[src/rtl/cpbp_pkg.sv]
package cpbp_pkg;

  localparam int COEF_W = 12;

  typedef enum logic [2:0] {
    ST_IDLE,
    ST_PRIME,
    ST_LANE0,
    ST_LANE1,
    ST_LANE2
  } pk_state_e;

  // Byte slot of a coefficient pair: 0 -> even low, 1 -> nibble splice, 2 -> odd high
  function automatic logic [7:0] pack_lane(input logic [1:0] lane,
                                           input logic [COEF_W-1:0] ev,
                                           input logic [COEF_W-1:0] od);
    logic [7:0] b;
    case (lane)
      2'd0:    b = ev[7:0];
      2'd1:    b = {od[3:0], ev[11:8]};
      default: b = od[11:4];
    endcase
    return b;
  endfunction

endpackage

[src/rtl/cpbp_cursor.sv]
module cpbp_cursor #(
  parameter int POLY_W = 3,
  parameter int PAIR_W = 7,
  parameter int NPAIR  = 128
) (
  input  logic              clk,
  input  logic              rst_n,
  input  logic              clear,
  input  logic              step,
  input  logic [POLY_W-1:0] last_poly,
  output logic [POLY_W-1:0] cur_poly,
  output logic [PAIR_W-1:0] cur_pair,
  output logic [POLY_W-1:0] nxt_poly,
  output logic [PAIR_W-1:0] nxt_pair,
  output logic              is_last
);

  logic pair_wrap;

  assign pair_wrap = (cur_pair == PAIR_W'(NPAIR - 1));
  assign nxt_pair  = pair_wrap ? '0 : cur_pair + 1'b1;
  assign nxt_poly  = pair_wrap ? cur_poly + 1'b1 : cur_poly;
  assign is_last   = pair_wrap && (cur_poly == last_poly);

  always_ff @(posedge clk or negedge rst_n) begin
    if (!rst_n) begin
      cur_poly <= '0;
      cur_pair <= '0;
    end else if (clear) begin
      cur_poly <= '0;
      cur_pair <= '0;
    end else if (step) begin
      cur_poly <= nxt_poly;
      cur_pair <= nxt_pair;
    end
  end

endmodule

[src/rtl/cpbp_locate.sv]
module cpbp_locate #(
  parameter int POLY_W = 3,
  parameter int PAIR_W = 7,
  parameter int KW     = 3,
  parameter int IDX_W  = 8,
  parameter int ADDR_W = 10
) (
  input  logic [POLY_W-1:0] poly,
  input  logic [PAIR_W-1:0] pair,
  input  logic              odd,
  input  logic [KW-1:0]     k,
  output logic              secret,
  output logic [ADDR_W-1:0] addr
);

  localparam int CW = (POLY_W > KW) ? POLY_W : KW;

  logic [CW-1:0] poly_w, k_w, rel;

  assign poly_w = CW'(poly);
  assign k_w    = CW'(k);
  assign secret = (poly_w >= k_w);
  assign rel    = secret ? (poly_w - k_w) : poly_w;
  assign addr   = (ADDR_W'(rel) << IDX_W) | ADDR_W'({pair, odd});

endmodule

[src/rtl/cpbp_lane.sv]
module cpbp_lane
  import cpbp_pkg::*;
(
  input  logic [1:0]        lane,
  input  logic [COEF_W-1:0] ev,
  input  logic [COEF_W-1:0] od,
  output logic [7:0]        byte_o
);

  assign byte_o = pack_lane(lane, ev, od);

endmodule

[src/rtl/coef_pair_packer.sv]
module coef_pair_packer
  import cpbp_pkg::*;
#(
  parameter int N_COEF = 256,
  parameter int KMAX   = 4
) (
  input  logic                             clk,
  input  logic                             rst_n,
  input  logic                             start_i,
  input  logic [$clog2(KMAX+1)-1:0]        k_i,
  output logic                             pub_rd_en_o,
  output logic [$clog2(KMAX*N_COEF)-1:0]   pub_rd_addr_o,
  input  logic [11:0]                      pub_rd_data_i,
  output logic                             sec_rd_en_o,
  output logic [$clog2(KMAX*N_COEF)-1:0]   sec_rd_addr_o,
  input  logic [11:0]                      sec_rd_data_i,
  output logic                             byte_valid_o,
  output logic [7:0]                       byte_data_o,
  input  logic                             byte_ready_i,
  output logic                             done_o
);

  localparam int NPAIR  = N_COEF / 2;
  localparam int PAIR_W = $clog2(NPAIR);
  localparam int IDX_W  = $clog2(N_COEF);
  localparam int POLY_W = $clog2(2 * KMAX);
  localparam int KW     = $clog2(KMAX + 1);
  localparam int ADDR_W = $clog2(KMAX * N_COEF);

  pk_state_e         state_q, state_d;
  logic [KW-1:0]     k_q;
  logic [COEF_W-1:0] ev_q;
  logic              src_q;
  logic              done_q;

  // Named internal events
  logic fire, rd_go, launch, ev_latch, pair_step, stream_end;
  logic [POLY_W-1:0] cur_poly, nxt_poly, loc_poly, last_poly;
  logic [PAIR_W-1:0] cur_pair, nxt_pair, loc_pair;
  logic              is_last, loc_odd, loc_secret;
  logic [ADDR_W-1:0] loc_addr;
  logic [COEF_W-1:0] cur_coef, ev_src;
  logic [1:0]        lane;

  assign byte_valid_o = (state_q == ST_LANE0) || (state_q == ST_LANE1) || (state_q == ST_LANE2);
  assign fire         = byte_valid_o && byte_ready_i;
  assign launch       = (state_q == ST_IDLE) && start_i;
  assign ev_latch     = (state_q == ST_LANE0) && fire;
  assign pair_step    = (state_q == ST_LANE2) && fire && !is_last;
  assign stream_end   = (state_q == ST_LANE2) && fire && is_last;
  assign rd_go        = (state_q == ST_PRIME) || ev_latch || pair_step;
  assign last_poly    = POLY_W'({k_q, 1'b0} - (KW+1)'(1));

  cpbp_cursor #(
    .POLY_W (POLY_W),
    .PAIR_W (PAIR_W),
    .NPAIR  (NPAIR)
  ) u_cursor (
    .clk       (clk),
    .rst_n     (rst_n),
    .clear     (launch),
    .step      (pair_step),
    .last_poly (last_poly),
    .cur_poly  (cur_poly),
    .cur_pair  (cur_pair),
    .nxt_poly  (nxt_poly),
    .nxt_pair  (nxt_pair),
    .is_last   (is_last)
  );

  // Lane 2 launches the even read of the following pair; lane 0 the odd read.
  assign loc_poly = (state_q == ST_LANE2) ? nxt_poly : cur_poly;
  assign loc_pair = (state_q == ST_LANE2) ? nxt_pair : cur_pair;
  assign loc_odd  = (state_q == ST_LANE0);

  cpbp_locate #(
    .POLY_W (POLY_W),
    .PAIR_W (PAIR_W),
    .KW     (KW),
    .IDX_W  (IDX_W),
    .ADDR_W (ADDR_W)
  ) u_locate (
    .poly   (loc_poly),
    .pair   (loc_pair),
    .odd    (loc_odd),
    .k      (k_q),
    .secret (loc_secret),
    .addr   (loc_addr)
  );

  assign pub_rd_en_o   = rd_go && !loc_secret;
  assign sec_rd_en_o   = rd_go && loc_secret;
  assign pub_rd_addr_o = loc_addr;
  assign sec_rd_addr_o = loc_addr;

  assign cur_coef = src_q ? sec_rd_data_i : pub_rd_data_i;
  assign ev_src   = (state_q == ST_LANE0) ? cur_coef : ev_q;
  assign lane     = (state_q == ST_LANE1) ? 2'd1 : (state_q == ST_LANE2) ? 2'd2 : 2'd0;

  cpbp_lane u_lane (
    .lane   (lane),
    .ev     (ev_src),
    .od     (cur_coef),
    .byte_o (byte_data_o)
  );

  always_comb begin
    state_d = state_q;
    case (state_q)
      ST_IDLE:  if (start_i) state_d = ST_PRIME;
      ST_PRIME: state_d = ST_LANE0;
      ST_LANE0: if (fire) state_d = ST_LANE1;
      ST_LANE1: if (fire) state_d = ST_LANE2;
      ST_LANE2: if (fire) state_d = is_last ? ST_IDLE : ST_LANE0;
      default:  state_d = ST_IDLE;
    endcase
  end

  always_ff @(posedge clk or negedge rst_n) begin
    if (!rst_n) begin
      state_q <= ST_IDLE;
      k_q     <= KW'(2);
      ev_q    <= '0;
      src_q   <= 1'b0;
      done_q  <= 1'b0;
    end else begin
      state_q <= state_d;
      done_q  <= stream_end;
      if (launch)   k_q   <= k_i;
      if (ev_latch) ev_q  <= cur_coef;
      if (rd_go)    src_q <= loc_secret;
    end
  end

  assign done_o = done_q;

  assert_stall_no_read_R7: assert property (@(posedge clk) disable iff (!rst_n)
    (byte_valid_o && !byte_ready_i) |-> !(pub_rd_en_o || sec_rd_en_o));

  assert_stall_hold_R7: assert property (@(posedge clk) disable iff (!rst_n)
    (byte_valid_o && !byte_ready_i) |=> (byte_valid_o && $stable(byte_data_o)));

  assert_done_single_R8: assert property (@(posedge clk) disable iff (!rst_n)
    done_o |=> !done_o);

  assert_done_after_fire_R8: assert property (@(posedge clk) disable iff (!rst_n)
    $rose(done_o) |-> ($past(fire) && !byte_valid_o));

  assert_read_before_byte_R6: assert property (@(posedge clk) disable iff (!rst_n)
    $rose(byte_valid_o) |-> $past(pub_rd_en_o || sec_rd_en_o));

  assert_pub_range_R5: assert property (@(posedge clk) disable iff (!rst_n)
    pub_rd_en_o |-> (32'(pub_rd_addr_o) < 32'(k_q) * N_COEF));

  assert_sec_range_R5: assert property (@(posedge clk) disable iff (!rst_n)
    sec_rd_en_o |-> (32'(sec_rd_addr_o) < 32'(k_q) * N_COEF));

endmodule

[config.mk]
export PLATFORM = sky130hd
export DESIGN_NAME = coef_pair_packer
export DESIGN_NICKNAME = d
export VERILOG_FILES = /design/src/rtl/cpbp_pkg.sv /design/src/rtl/cpbp_cursor.sv /design/src/rtl/cpbp_locate.sv /design/src/rtl/cpbp_lane.sv /design/src/rtl/coef_pair_packer.sv
export SDC_FILE = /design/constraint.sdc
export NUM_CORES = 1
export LEC_CHECK = 0
export BUFFER_PORTS_ARGS = -buffer_cell sky130_fd_sc_hd__buf_2
export CAP_MARGIN = 20
export CORE_ASPECT_RATIO = 0.7
export CORE_UTILIZATION = 45
export DETAILED_ROUTE_END_ITERATION = 10
export PLACE_DENSITY = 0.69
export SLEW_MARGIN = 20
export SYNTH_ARGS = -nofsm -noshare
export SYNTH_HDL_FRONTEND = slang
export SYNTH_HIERARCHICAL = 1
export SYNTH_SLANG_ARGS = --single-unit
export TNS_END_PERCENT = 5
[constraint.sdc]
create_clock -name clk -period 4.4 [get_ports clk]
set_clock_uncertainty 0.15 [all_clocks]
set_input_delay 0.88 -clock clk [delete_from_list [all_inputs] [get_ports clk]]
set_output_delay 0.88 -clock clk [all_outputs]
set_load 0.03 [all_outputs]
After elaboration in Yosys (flattened, before gate mapping):

Cells that the tools add are included.

* flip-flop bits (word level): 30
* word-level logic and storage cells: 63

* $add $sub $neg: 4
* order comparisons: 1
* equal/unequal tests: 11
* muxes and demuxes: 20
* bitwise logic cells: 1
* reduce and logical (&&, ||, !) cells: 19

Operators by type and width (count)
* $mux W7: 4
* $mux W12: 2
* $mux W3: 8
* $pmux W8 S2: 1
* $pmux W3 S5: 1
* $or A10 B8 Y10: 1
* $logic_and A1 B1 Y1: 9
* $mux W2: 4
* $ne A2 B2 Y1 const B: 4
* $add A7 B1 Y7 const B: 1
* $eq A7 B7 Y1 const B: 1
* $eq A3 B2 Y1 const B: 2
* $logic_or A1 B1 Y1: 4
* $reduce_and A4 Y1: 1
* $add A3 B1 Y3 const B: 1
* $eq A3 B1 Y1 const B: 1
* $eq A3 B3 Y1: 1
* $eq A3 B3 Y1 const B: 1
* $ge A3 B3 Y1: 1
* $logic_not A3 Y1: 1
* $sub A3 B1 Y3 const B: 1
* $eq A2 B1 Y1 const B: 1
* $logic_not A1 Y1: 2
* $logic_not A2 Y1: 1
* other kinds (2): 2

Logic depth before layout (Yosys ltp):

Gate-level depths: netlist (run 1).

* depth after elaboration: 8
* gate-level depth with buffers: 12

Modules after synthesis:

Netlist (run 1), hierarchy kept.

Modules (own cells, without submodules)
* coef_pair_packer: times used 1, cells an instance 154, area each 1426.4 um^2, sequential area each 501.7 um^2
* cpbp_cursor: times used 1, cells an instance 78, area each 747.0 um^2, sequential area each 250.2 um^2
* cpbp_locate: times used 1, cells an instance 29, area each 192.7 um^2, sequential area each 0.0 um^2
* cpbp_lane: times used 1, cells an instance 26, area each 172.7 um^2, sequential area each 0.0 um^2

Worst setup path after synthesis (run 1):

No wires, ideal clock.

* path type: reg-to-output
* start: register u_cursor.cur_pair[0]
* end: output port sec_rd_addr_o[8]
* data arrival time: 3.061 ns
* path slack: 0.309 ns
* cell stages (with the launch flop): 12
* buffers on the path: 2
* cell sequence: dfrtp_1 -> ha_1 -> nand3_2 -> buf_6 -> nor2_4 -> mux2_2 -> mux2_2 -> ha_1 -> nand2_1 -> o21ai_1 -> a2bb2oi_1 -> buf_4

* cells in the longest elaborated chain, start to end: 6

RTL lines
* start, declared: line cpbp_cursor.sv:12 `output logic [PAIR_W-1:0] cur_pair,`
* start signal, assigned: line cpbp_cursor.sv:34 `cur_pair <= nxt_pair;`
* $eq A7 B7 Y1: line cpbp_cursor.sv:20 `assign pair_wrap = (cur_pair == PAIR_W'(NPAIR - 1));`
* $mux W3: line cpbp_cursor.sv:22 `assign nxt_poly = pair_wrap ? cur_poly + 1'b1 : cur_poly;`
* named net nxt_poly[1]: line coef_pair_packer.sv:38 `logic [POLY_W-1:0] cur_poly, nxt_poly, loc_poly, last_poly;`
* $mux W3: line coef_pair_packer.sv:72 `assign loc_poly = (state_q == ST_LANE2) ? nxt_poly : cur_poly;`
* named net loc_poly[1]: line coef_pair_packer.sv:38
* $ge A3 B3 Y1: line cpbp_locate.sv:22 `assign secret = (poly_w >= k_w);`
* $mux W2: line cpbp_locate.sv:23 `assign rel = secret ? (poly_w - k_w) : poly_w;`
* $or A10 B8 Y10: line cpbp_locate.sv:24 `assign addr = (ADDR_W'(rel) << IDX_W) | ADDR_W'({pair, odd});`
* end, declared: line coef_pair_packer.sv:15 `output logic [$clog2(KMAX*N_COEF)-1:0] sec_rd_addr_o,`

The timed path passes the listed nets, and every way through them passes these cells.

Worst setup path in the final report (run 1):

* start: register u_cursor.cur_pair[0]
* end: output port pub_rd_en_o

* cells in the longest elaborated chain, start to end: 6

RTL lines
* $eq A7 B7 Y1: line cpbp_cursor.sv:20
* $mux W3: line cpbp_cursor.sv:22
* named net nxt_poly[2]: line coef_pair_packer.sv:38
* $mux W3: line coef_pair_packer.sv:72
* named net loc_poly[2]: line coef_pair_packer.sv:38
* $ge A3 B3 Y1: line cpbp_locate.sv:22
* named net loc_secret: line coef_pair_packer.sv:40 `logic is_last, loc_odd, loc_secret;`
* $logic_not A1 Y1: line coef_pair_packer.sv:91 `assign pub_rd_en_o = rd_go && !loc_secret;`
* $logic_and A1 B1 Y1: line coef_pair_packer.sv:91
* end, declared: line coef_pair_packer.sv:11 `output logic pub_rd_en_o,`

The timed path passes the listed nets, and every way through them passes these cells.

==> Implementation_results.wiki, run 1 <==
{| class="wikitable"
! Metric !! Value
|-
| Core footprint || 5340 sq um
|-
| Number of hold violations in the final report || 0
|-
| CTS Root Cell || clkbuf_8
|-
| Cell area after placement || 2670 sq um
|-
| Most repeated cell in the gate-level netlist after synthesis || dfrtp_1
|-
| Clock sinks || 30
|-
| Top_reg_cell synth || dfrtp_1
|-
| Full die area || 5950 sq um
|-
| Drt pass-1 iters || 4
|-
| Status || completed
|-
| Proportion of netlist area held by the largest area contributor || 28.6%
|-
| Final Cycle Share || 95.5%
|-
| Drt first-iter violations || 73
|-
| CTS Hold Bufs || 0
|-
| H-Tree Depth || 2
|-
| Sequential share of the synthesized area || 29.6%
|-
| Diodes inserted || 0
|-
| Logic depth of the worst setup path including buffers || 11
|-
| Setup repair after global routing missed its margin || no
|-
| Leading area contributor after synthesis || dfrtp_1
|-
| Time the final worst path needs with I/O delays and setup || 4.20 ns
|-
| Post-DP HPWL || 3780 um
|-
| Total of flip-flops plus latches after synthesis || 30
|-
| Number of resized instances in the post-cts repair step || 0
|-
| Type of the worst setup path || register to output port
|-
| Synthesized area || 2540 sq um
|-
| Total Power || 1.78 mW
|-
| Hold path startpoint || ev_q[10]$_DFFE_PN0P_
|-
| Worst max-slew margin expressed relative to the limit || 33.4%
|-
| Last weighted congestion value of the routability-driven placer || 0.803
|-
| FF-to-FF Start || u_cursor/cur_pair[0]$_DFFE_PN0P_
|-
| Post-layout instance area || 2760 sq um
|-
| Largest stage delay on the critical path || 0.48 ns
|-
| Critical path startpoint || u_cursor/cur_pair[0]$_DFFE_PN0P_
|-
| Initial Util || 47.5%
|-
| Fraction of layout instances using a drive strength above 1 || 31.1%
|-
| Number of placed I/O pins || 63
|-
| Number of nets in the final layout || 360
|-
| Net count after synthesis || 323
|-
| Share of the core filled with cells in the final layout || 51.8%
|-
| Maximum number of pins on one net before global-route repair || 31
|-
| Area grow syn2layout || 8.87%
|-
| Largest fanout of any net on the critical path || 11
|-
| Power per cell area || 643 nW/um^2
|-
| Endpoint with the worst hold slack || ev_q[10]$_DFFE_PN0P_
|-
| Dominant cell type by count on the critical path || ha_1
|-
| Ranking of synthesized cells by instance count || dfrtp_1 (29), nand2_1 (28), nor2_1 (24)
|-
| Sum of negative setup slack || 0 ns
|-
| Number of DRC violations after detailed routing || 0
|-
| Clock tree from TritonCTS || built
|-
| Clk Latency, worst-skew pair || 0.28 ns
|-
| Fmax achieved || 238 MHz
|-
| Worst hold-check slack || 0.331 ns
|-
| CTS buffer count || 5
|-
| Gate Count Post-Synth || 287
|-
| Number of setup violations in the final report || 0
|-
| Slew @ Worst Pin || 0.995 ns
|-
| Count of yosys warnings during synthesis || 6
|-
| Worst setup slack for register-to-register paths || 1.36 ns
|-
| Arrival time at the worst endpoint || 3.17 ns
|-
| Kind of cell adding the most delay to the critical path || adder cells
|-
| Die X || 91.8 um
|-
| Detail-routed via count per cell || 5.06
|-
| Path class of the lowest-slack min-delay path || register to register
|-
| Number of flops mapped to enable cells by yosys || 0
|-
| Slowest stage cell on the critical path || dfrtp_1
|-
| Std-Cell Rows || 22
|-
| Cells along the critical path || ha_1 -> nand3_2 -> buf_4 -> nor3_1 -> xor2_1 -> mux2_2 -> ha_1 -> a21oi_1 -> o21ai_0 -> nor2_1 -> buf_2
|-
| Area contributors post-synth || dfrtp_1 (29%), mux2i_1 (8.3%), mux2_2 (6.7%)
|-
| Average detailed-routed wire length per instance || 12.9 um
|-
| Global-route wire length before repair || 8210 um
|-
| Final ANT Viol Nets || 0
|-
| Die Ht || 64.8 um
|-
| Placed instance count || 389
|-
| Non-filler instance count after layout || 397
|-
| Register clock-pin slew on the reported worst setup and hold paths || 0.07 ns
|-
| Kind of start point of the critical path || register
|-
| Worst Setup Slack post-DPL || 0.555 ns
|-
| Number of pins with negative max-slew slack in the final report || 0
|-
| Fraction of registers with async set or reset after synthesis || 100%
|-
| Buf+Inv Stages, Crit Path || 2
|-
| Vias in the first global route || 1,812
|-
| End of the worst register-to-register path || src_q$_DFFE_PN0P_
|-
| Number of distinct library cells after synthesis || 55
|-
| Remaining global-route overflow || 0
|-
| Overall track demand over capacity in global routing || 17.7%
|-
| Cells on Worst Hold Path || 2
|-
| Lkg Pwr || 1.38 nW
|-
| Syn avg cell area || 8.85 sq um
|-
| Data required time at the worst endpoint || 3.37 ns
|-
| Depth of the worst register-to-register path || 10
|-
| Number of buffers added on ports || 62
|-
| Vias after detailed routing || 2,010
|-
| Worst Setup End Kind || output port
|-
| Initial antenna violation count || 0
|-
| Max-cap violations || 0
|-
| Total wirelength of the detailed-routed design || 5100 um
|-
| Maximum vdd ir drop || 0.429 mV
|-
| Maximum root-to-sink buffer count || 2
|-
| Crit path setup slack, layout || 0.200 ns
|-
| Number of setup buffers added after CTS || 0
|}
==> worst register-to-register path, cell delays in order, from the launching register on <==
cell and delay [ns]:
dfrtp_1 0.48, ha_1 0.27, nand3_2 0.13, buf_4 0.21, nor3_1 0.22, xor2_1 0.09
mux2_2 0.27, ha_1 0.35, a21oi_1 0.27, o21ai_0 0.21, mux2_4 0.30
==> metal layers <==
layer	vias up	global-route usage, %	part of all wire, %
li1	1039	-	-
met1	915	23.9	50
met5	-	0	0
met4	0	6.64	1.0
met2	49	27.7	44
met3	7	3.76	4.4
==> layout make-up <==
| cell class | instances | area (sq um) |
|---|---|---|
| Inverter | 22 | 82.6 |
| Clock buffer | 7 | 86.3 |
| Tap cell | 72 | 90.1 |
| Timing Repair Buffer | 65 | 333 |
| Sequential cell | 30 | 752 |
| Multi-Input combinational cell | 200 | 1420 |
| Clock inverter | 1 | 5.00 |
| Fill cell | 517 | 2580 |
==> where the power goes <==
| part | leakage, nW | internal, mW | switching, mW | total, mW |
|---|---|---|---|---|
| clock network | 0.0482 | 0.126 | 0.108 | 0.234 |
| registers | 0.384 | 0.365 | 0.111 | 0.476 |
| logic | 0.950 | 0.402 | 0.664 | 1.07 |
| total | 1.38 | 0.894 | 0.883 | 1.78 |
==> flip-flops by register name, indices dropped and copies added, names as in the netlist <==
| register | count |
|---|---|
| src_q | 1 |
| u_cursor/cur_poly | 3 |
| ev_q | 12 |
| done_o | 1 |
| k_q | 3 |
| state_q | 3 |
| u_cursor/cur_pair | 7 |
==> worst max-delay path by stage <==
stage	endpoint	slack, ns
after detailed placement	sec_rd_en_o	0.56
final	pub_rd_en_o	0.20
after global routing	pub_rd_en_o	0.02
after floorplan	sec_rd_addr_o[8]	0.31
after global placement	sec_rd_en_o	0.64
after CTS	sec_rd_en_o	0.23
==> cell usage in the layout, fill, tap and decap left out, drive strengths merged, types with 3 or more instances in the layout <==
cell type	count
nor2	25
dfrtp	29
nand3	5
clkbuf	7
ha	5
nand2	28
buf	65
nor2b	3
xor2	6
xnor2	6
inv	22
mux2i	21
mux2	17
a21oi	18
o21ai	28
nand2b	6
==> logic make-up after synthesis <==
| logic type | after synthesis | synth area share [%] |
|---|---|---|
| adder cells (fa/ha/maj) | 5 | 2.46 |
| AO/OA/AOI/OAI | 60 | 13.9 |
| AND/OR/NAND/NOR | 84 | 19.1 |
| other | 1 | 0.148 |
| XOR/XNOR | 12 | 4.14 |
| multiplexers | 38 | 16.0 |
| flip-flops | 30 | 29.6 |
| buffers and inverters | 57 | 14.6 |
No activity file was read; power rests on OpenSTA's default activity.
==> run 2: changes to the inputs <==
--- a/config.mk
+++ b/config.mk
@@ -7,9 +7,9 @@
 export LEC_CHECK = 0
 export BUFFER_PORTS_ARGS = -buffer_cell sky130_fd_sc_hd__buf_2
 export CAP_MARGIN = 20
-export CORE_ASPECT_RATIO = 0.7
 export CORE_UTILIZATION = 45
 export DETAILED_ROUTE_END_ITERATION = 10
+export GPL_TIMING_DRIVEN = 0
 export PLACE_DENSITY = 0.69
 export SLEW_MARGIN = 20
 export SYNTH_ARGS = -nofsm -noshare
==> constraint.sdc (replaced) <==
create_clock -name clk -period 5 [get_ports clk]
set_clock_uncertainty 0.15 [all_clocks]
set_input_delay 1 -clock clk [delete_from_list [all_inputs] [get_ports clk]]
set_output_delay 1 -clock clk [all_outputs]
set_load 0.03 [all_outputs]
==> run 2 against run 1 <==
  * Sequential share of layout area is 2.4 points lower
  * Sequential cell count did not move
  * Core utilization increased by 5.7 points
  * Critical path type unchanged
  * First-iteration DRC count rose by 34%
  * Register-to-register slack improved by 0.46 ns
  * Total power is 6.8% lower
==> Implementation_results.wiki, run 2 (synthesis gave the netlist of run 1 again) <==
{| class="wikitable"
! Metric !! Value
|-
| Number of setup violations in the final report || 0
|-
| Average detailed-routed wire length per instance || 12.4 um
|-
| Global-route wire length before repair || 9200 um
|-
| Largest fanout of any net on the critical path || 10
|-
| CTS Hold Bufs || 0
|-
| Sum of negative setup slack || 0 ns
|-
| Most frequent cells in the layout || buf_2 (64), dfrtp_1 (29), nand2_1 (28)
|-
| Cells along the critical path || ha_1 -> nand3_2 -> buf_6 -> nor2_4 -> mux2_2 -> mux2_2 -> ha_1 -> nand2_1 -> o21ai_0 -> and2_1 -> buf_2
|-
| Diodes inserted || 0
|-
| Number of placed I/O pins || 63
|-
| Core footprint || 5270 sq um
|-
| Die X || 77.1 um
|-
| Net Switching || 788 uW
|-
| Clk Latency, worst-skew pair || 0.28 ns
|-
| Remaining global-route overflow || 0
|-
| Clock sinks || 30
|-
| Register share of total power || 22.0%
|-
| Setup repair after global routing missed its margin || no
|-
| Arrival time at the worst endpoint || 3.34 ns
|-
| Share of the core filled with cells in the final layout || 57.5%
|-
| Maximum number of pins on one net before global-route repair || 31
|-
| Clock tree from TritonCTS || built
|-
| Kind of cell adding the most delay to the critical path || multiplexers
|-
| Fmax achieved || 222 MHz
|-
| Full die area || 5950 sq um
|-
| Maximum vdd ir drop || 0.371 mV
|-
| Slew @ Worst Pin || 0.694 ns
|-
| Cell internal power dissipation || 868 uW
|-
| Part of the power in the clock network || 12.2%
|-
| Lkg Pwr || 1.55 nW
|-
| CTS buffer count || 5
|-
| Worst Setup End Kind || output port
|-
| Power per cell area || 547 nW/um^2
|-
| Number of setup buffers added after CTS || 0
|-
| Global-route track usage on met2 || 31.3%
|-
| Most flop-heavy register || ev_q
|-
| Drt pass-1 iters || 4
|-
| Path class of the lowest-slack min-delay path || register to register
|-
| Final Cycle Share || 89.9%
|-
| Buf+Inv Stages, Crit Path || 2
|-
| Vias in the first global route || 1,960
|-
| Status || completed
|-
| Type of the worst setup path || register to output port
|-
| Slowest stage cell on the critical path || dfrtp_1
|-
| Initial Util || 48.2%
|-
| Flip-flop count of the largest register, all copies and words added || 12
|-
| Kind of start point of the critical path || register
|-
| Switching share of power || 47.6%
|-
| Commonest non-fill, non-tap cell in the layout || buf_2
|-
| Detail-routed via count per cell || 4.97
|-
| Largest stage delay on the critical path || 0.47 ns
|-
| Overall track demand over capacity in global routing || 19.3%
|-
| Worst max-slew margin expressed relative to the limit || 53.7%
|-
| Std-Cell Rows || 26
|-
| GR met1 Demand/Resource || 26.1%
|-
| Number of nets in the final layout || 392
|-
| Area of combinational cells with multiple inputs || 1420 sq um
|-
| Part of the total power dissipated in combinational logic || 65.8%
|-
| Number of buffers added on ports || 62
|-
| Last weighted congestion value of the routability-driven placer || 0.822
|-
| Number of pins with negative max-slew slack in the final report || 0
|-
| Time the final worst path needs with I/O delays and setup || 4.49 ns
|-
| Initial antenna violation count || 0
|-
| Area grow syn2layout || 19.3%
|-
| Number of DRC violations after detailed routing || 0
|-
| GRT met3 Usage || 3.33%
|-
| CTS Root Cell || clkbuf_8
|-
| Largest regs || ev_q (12), u_cursor/cur_pair (7)
|-
| Drt first-iter violations || 98
|-
| Max-cap violations || 0
|-
| Maximum root-to-sink buffer count || 2
|-
| Die Ht || 77.1 um
|-
| Number of resized instances in the post-cts repair step || 0
|-
| Final ANT Viol Nets || 0
|-
| H-Tree Depth || 2
|-
| Fraction of layout instances using a drive strength above 1 || 37.0%
|-
| Post-DP HPWL || 3890 um
|-
| Data required time at the worst endpoint || 3.85 ns
|-
| Register clock-pin slew on the reported worst setup and hold paths || 0.06 ns
|-
| Total wirelength of the detailed-routed design || 5310 um
|-
| Number of hold violations in the final report || 0
|-
| Area used by sequential logic in the layout || 752 sq um
|-
| Vias after detailed routing || 2,122
|-
| Number of filler cells placed in the layout || 497
|-
| Global routing's busiest layer || met2
|}
==> run 2: layout make-up <==
cell class / instances / share of cell area [%]
tap: 70 / 2.89
clock buffer: 7 / 2.85
multi-input combinational: 200 / 46.7
buffer: 35 / 9.55
timing repair buffer: 62 / 10.2
sequential: 30 / 24.8
clock inverter: 1 / 0.165
inverter: 22 / 2.73
==> run 2: path summary, 6_finish.rpt <==
path                                                  start                          endpoint  slack, ns  depth (start not counted)
setup / recovery           u_cursor/cur_pair[0]$_DFFE_PN0P_                       sec_rd_en_o       0.51                         11
hold / removal                          ev_q[0]$_DFFE_PN0P_               ev_q[0]$_DFFE_PN0P_       0.33                          2
setup reg to reg           u_cursor/cur_pair[0]$_DFFE_PN0P_                 src_q$_DFFE_PN0P_       1.82                         10
hold reg to reg                         ev_q[0]$_DFFE_PN0P_               ev_q[0]$_DFFE_PN0P_       0.33                          2
max in group asynchronous                             rst_n               ev_q[5]$_DFFE_PN0P_       3.63                          1
min in group asynchronous                             rst_n  u_cursor/cur_poly[2]$_DFFE_PN0P_       0.61                          1
==> run 2: per-stage QoR <==
stage	area, sq um	instances	total power [mW]	hold WS (ns)	setup WS, ns
floorplan	2540	287	1.22	0.299	0.789
global placement	2940	419	1.45	0.313	0.800
detailed placement	2940	419	1.46	0.321	0.805
CTS	3030	427	1.67	0.336	0.486
global route	3030	427	1.80	0.357	0.296
finish	3030	427	1.66	0.333	0.505
==> run 2: per-layer routing <==
metal,up-vias,routed length (um)
li1,1103,-
met1,972,2680
met2,41,2420
met3,6,155
met4,0,61
met5,-,0
==> run 2: power groups by stage <==
stage | Sequential (mW) | Combinational [mW] | Clock (mW)
floorplan | 0.360 | 0.865 | 0
global placement | 0.366 | 1.08 | 0
detailed placement | 0.369 | 1.09 | 0
CTS | 0.365 | 1.10 | 0.207
global route | 0.378 | 1.20 | 0.217
finish | 0.365 | 1.09 | 0.202
==> run 2: worst register-to-register path, cell delays in order (launching register included) <==
cell,delay [ns]
dfrtp_1,0.47
ha_1,0.27
nand3_2,0.12
buf_6,0.17
nor2_4,0.23
mux2_2,0.36
mux2_2,0.29
ha_1,0.23
a21oi_1,0.24
o21ai_0,0.23
mux2_4,0.30
==> run 3: changes to the inputs <==
--- a/config.mk
+++ b/config.mk
@@ -5,8 +5,8 @@
 export SDC_FILE = /design/constraint.sdc
 export NUM_CORES = 1
 export LEC_CHECK = 0
+export ABC_AREA = 1
 export BUFFER_PORTS_ARGS = -buffer_cell sky130_fd_sc_hd__buf_2
-export CAP_MARGIN = 20
 export CORE_UTILIZATION = 45
 export DETAILED_ROUTE_END_ITERATION = 10
 export GPL_TIMING_DRIVEN = 0
==> run 3 against run 2 <==
  * Fmax is 16% higher
  * First-iteration DRC count is 5.1% lower
  * Critical path type unchanged
  * Register-to-register slack better by 0.73 ns
  * Highest routed layer unchanged
  * Largest power group unchanged
  * Sequential power is 1% higher
  * Core utilization hardly changed
==> Implementation_results.wiki, run 3 <==
{| class="wikitable"
! Metric !! Value
|-
| Status || completed
|-
| Detail-routed via count per cell || 4.78
|-
| Average detailed-routed wire length per instance || 11.2 um
|-
| Gate Count Post-Synth || 377
|-
| CTS Hold Bufs || 0
|-
| Diodes inserted || 0
|-
| Register clock-pin slew on the reported worst setup and hold paths || 0.07 ns
|-
| Net count after synthesis || 413
|-
| Core footprint || 5200 sq um
|-
| Number of DRC violations after detailed routing || 0
|-
| Max-cap violations || 0
|-
| Drt first-iter violations || 93
|-
| Type of the worst setup path || register to output port
|-
| Worst Setup End Kind || output port
|-
| Number of setup buffers added after CTS || 0
|-
| Commonest non-fill, non-tap cell in the layout || nand2_1
|-
| Vias in the first global route || 2,349
|-
| Flip-flop count of the largest register, all copies and words added || 12
|-
| Die Ht || 76.3 um
|-
| Syn avg cell area || 6.59 sq um
|-
| Largest fanout of any net on the critical path || 5
|-
| Number of buffers added on ports || 62
|-
| Vias after detailed routing || 2,473
|-
| Number of setup violations in the final report || 0
|-
| Maximum root-to-sink buffer count || 2
|-
| Drt pass-1 iters || 4
|-
| Sequential share of the synthesized area || 30.2%
|-
| Initial antenna violation count || 0
|-
| H-Tree Depth || 2
|-
| Number of distinct library cells after synthesis || 32
|-
| Arrival time at the worst endpoint || 2.73 ns
|-
| Data required time at the worst endpoint || 3.85 ns
|-
| Worst max-slew margin expressed relative to the limit || 53.8%
|-
| Number of pins with negative max-slew slack in the final report || 0
|-
| Leading area contributor after synthesis || dfrtp_1
|-
| Final ANT Viol Nets || 0
|-
| Full die area || 5830 sq um
|-
| Non-filler instance count after layout || 517
|-
| Overall track demand over capacity in global routing || 21.3%
|-
| Path class of the lowest-slack min-delay path || register to register
|-
| Synthesized area || 2490 sq um
|-
| Maximum number of pins on one net before global-route repair || 31
|-
| FF-to-FF Start || u_cursor/cur_pair[0]$_DFFE_PN0P_
|-
| Top_reg_cell synth || dfrtp_1
|-
| Number of placed I/O pins || 63
|-
| Std-Cell Rows || 26
|-
| Total of flip-flops plus latches after synthesis || 30
|-
| Proportion of netlist area held by the largest area contributor || 29.2%
|-
| Cells along the critical path || ha_1 -> nand3_2 -> nor2_4 -> nand2_1 -> and2_1 -> nand2_1 -> nand2_1 -> ha_1 -> nand2_1 -> clkinv_1 -> nand2_2 -> nand2_2 -> nand2_1 -> nand2_1 -> buf_4 -> buf_2
|-
| Initial Util || 47.8%
|-
| CTS buffer count || 5
|-
| Slew @ Worst Pin || 0.693 ns
|-
| Number of filler cells placed in the layout || 536
|-
| Slowest stage cell on the critical path || dfrtp_1
|-
| Number of flops mapped to enable cells by yosys || 0
|-
| Dominant cell type by count on the critical path || nand2_1
|-
| Post-DP HPWL || 4440 um
|-
| Remaining global-route overflow || 0
|-
| Most repeated cell in the gate-level netlist after synthesis || nand2_1
|-
| Largest regs || ev_q (12), u_cursor/cur_pair (7)
|-
| End of the worst register-to-register path || src_q$_DFFE_PN0P_
|-
| Number of nets in the final layout || 482
|-
| Clock sinks || 30
|-
| Number of resized instances in the post-cts repair step || 0
|-
| Buf+Inv Stages, Crit Path || 3
|-
| Area grow syn2layout || 20.4%
|-
| Number of hold violations in the final report || 0
|-
| Global-route wire length before repair || 10,200 um
|-
| CTS Root Cell || clkbuf_8
|-
| Depth of the worst register-to-register path || 14
|-
| Power per cell area || 525 nW/um^2
|-
| Most frequent cells in the layout || nand2_1 (138), buf_2 (65), inv_1 (52)
|-
| Cells on Worst Hold Path || 2
|-
| Kind of cell adding the most delay to the critical path || simple AND/OR/NAND/NOR gates
|-
| Fraction of registers with async set or reset after synthesis || 100%
|-
| Time the final worst path needs with I/O delays and setup || 3.88 ns
|-
| Largest stage delay on the critical path || 0.41 ns
|-
| Fmax achieved || 258 MHz
|-
| Fraction of layout instances using a drive strength above 1 || 28.9%
|-
| Endpoint with the worst hold slack || k_q[1]$_DFFE_PN1P_
|-
| Final Cycle Share || 77.6%
|-
| Area used by sequential logic in the layout || 752 sq um
|-
| Die X || 76.3 um
|-
| Clk Latency, worst-skew pair || 0.29 ns
|-
| Setup repair after global routing missed its margin || no
|-
| Maximum vdd ir drop || 0.235 mV
|-
| Area contributors post-synth || dfrtp_1 (29%), nand2_1 (21%), inv_1 (7.9%)
|-
| Total wirelength of the detailed-routed design || 5770 um
|-
| Count of yosys warnings during synthesis || 6
|-
| Sum of negative setup slack || 0 ns
|-
| Area of combinational cells with multiple inputs || 1290 sq um
|-
| Clock tree from TritonCTS || built
|-
| Ranking of synthesized cells by instance count || nand2_1 (138), inv_1 (52), nand3_1 (32)
|-
| Kind of start point of the critical path || register
|-
| Hold path startpoint || k_q[1]$_DFFE_PN1P_
|-
| Worst setup slack for register-to-register paths || 2.55 ns
|-
| Last weighted congestion value of the routability-driven placer || 0.847
|-
| Placed instance count || 509
|-
| Lkg Pwr || 1.73 nW
|-
| Most flop-heavy register || ev_q
|}
[run 3: cell types whose count changed after synthesis, moves of 6 or more]
cell,delta
mux2_2,-15
xor2_1,-6
o21ai_1,+7
mux2i_1,-21
inv_1,+31
a21oi_1,-18
nand3_1,+29
o21ai_2,+8
nand2b_1,-6
nor2_1,-16
nand2_1,+110
[run 3: cells by family after synthesis]
logic type	share of synthesized area (%)
compound gates	10.8
xor+xnor	1.76
fa+ha+maj	2.52
buf+inv	17.8
flops	30.2
other cells	0.151
simple gates	36.7
[run 3: metrics by stage]
stage | setup WS [ns] | instance area, sq um | total power, mW | hold slack [ns] | util, %
floorplan | 1.59 | 2490 | 1.10 | 0.299 | -
global placement | 1.53 | 2880 | 1.32 | 0.318 | 55.4
detailed placement | 1.46 | 2880 | 1.34 | 0.330 | 55.4
CTS | 1.10 | 2990 | 1.58 | 0.347 | 57.5
global route | 0.902 | 2990 | 1.71 | 0.381 | 57.5
finish | 1.12 | 2990 | 1.57 | 0.341 | 57.5
[run 3: cell type report]
class | count | area share (%)
Buffer | 28 | 7.40
Clock buffer | 5 | 2.30
Clock inverter | 3 | 1.34
Inverter | 59 | 7.40
Multi-Input combinational cell | 260 | 43.1
Sequential cell | 30 | 25.1
Tap cell | 70 | 2.93
Timing Repair Buffer | 62 | 10.4
[run 3: report_power, final]
part	internal [mW]	leakage [nW]	switching, mW
clock network	0.147	0.0579	0.0963
registers	0.321	0.388	0.0486
logic	0.326	1.28	0.632
total	0.793	1.73	0.777
[run 3: worst min-delay path: cells and delay by family (launching register included)]
kind	cells	cell delay (ns)
flip-flops	1	0.38
AND/OR/NAND/NOR	2	0.11
[run 3: metal layers]
| layer | share of wire [%] | wire [um] | vias up | GRT usage [%] |
|---|---|---|---|---|
| met5 | 0 | 0 | - | 0 |
| met4 | 1.0 | 60 | 0 | 4.81 |
| met3 | 4.7 | 271 | 6 | 4.67 |
| met2 | 51 | 2930 | 64 | 39.2 |
| met1 | 44 | 2510 | 1106 | 25.1 |
| li1 | - | - | 1297 | - |
[run 3: worst max-delay path by stage]
stage / from / endpoint / cells past startpoint
final: u_cursor/cur_pair[0]$_DFFE_PN0P_ / sec_rd_addr_o[8] / 16
after global placement: u_cursor/cur_pair[0]$_DFFE_PN0P_ / sec_rd_addr_o[9] / 16
after floorplan: u_cursor/cur_pair[0]$_DFFE_PN0P_ / sec_rd_addr_o[9] / 15
after CTS: u_cursor/cur_pair[0]$_DFFE_PN0P_ / sec_rd_addr_o[8] / 16
after detailed placement: u_cursor/cur_pair[0]$_DFFE_PN0P_ / sec_rd_addr_o[8] / 16
after global routing: u_cursor/cur_pair[0]$_DFFE_PN0P_ / sec_rd_addr_o[8] / 16
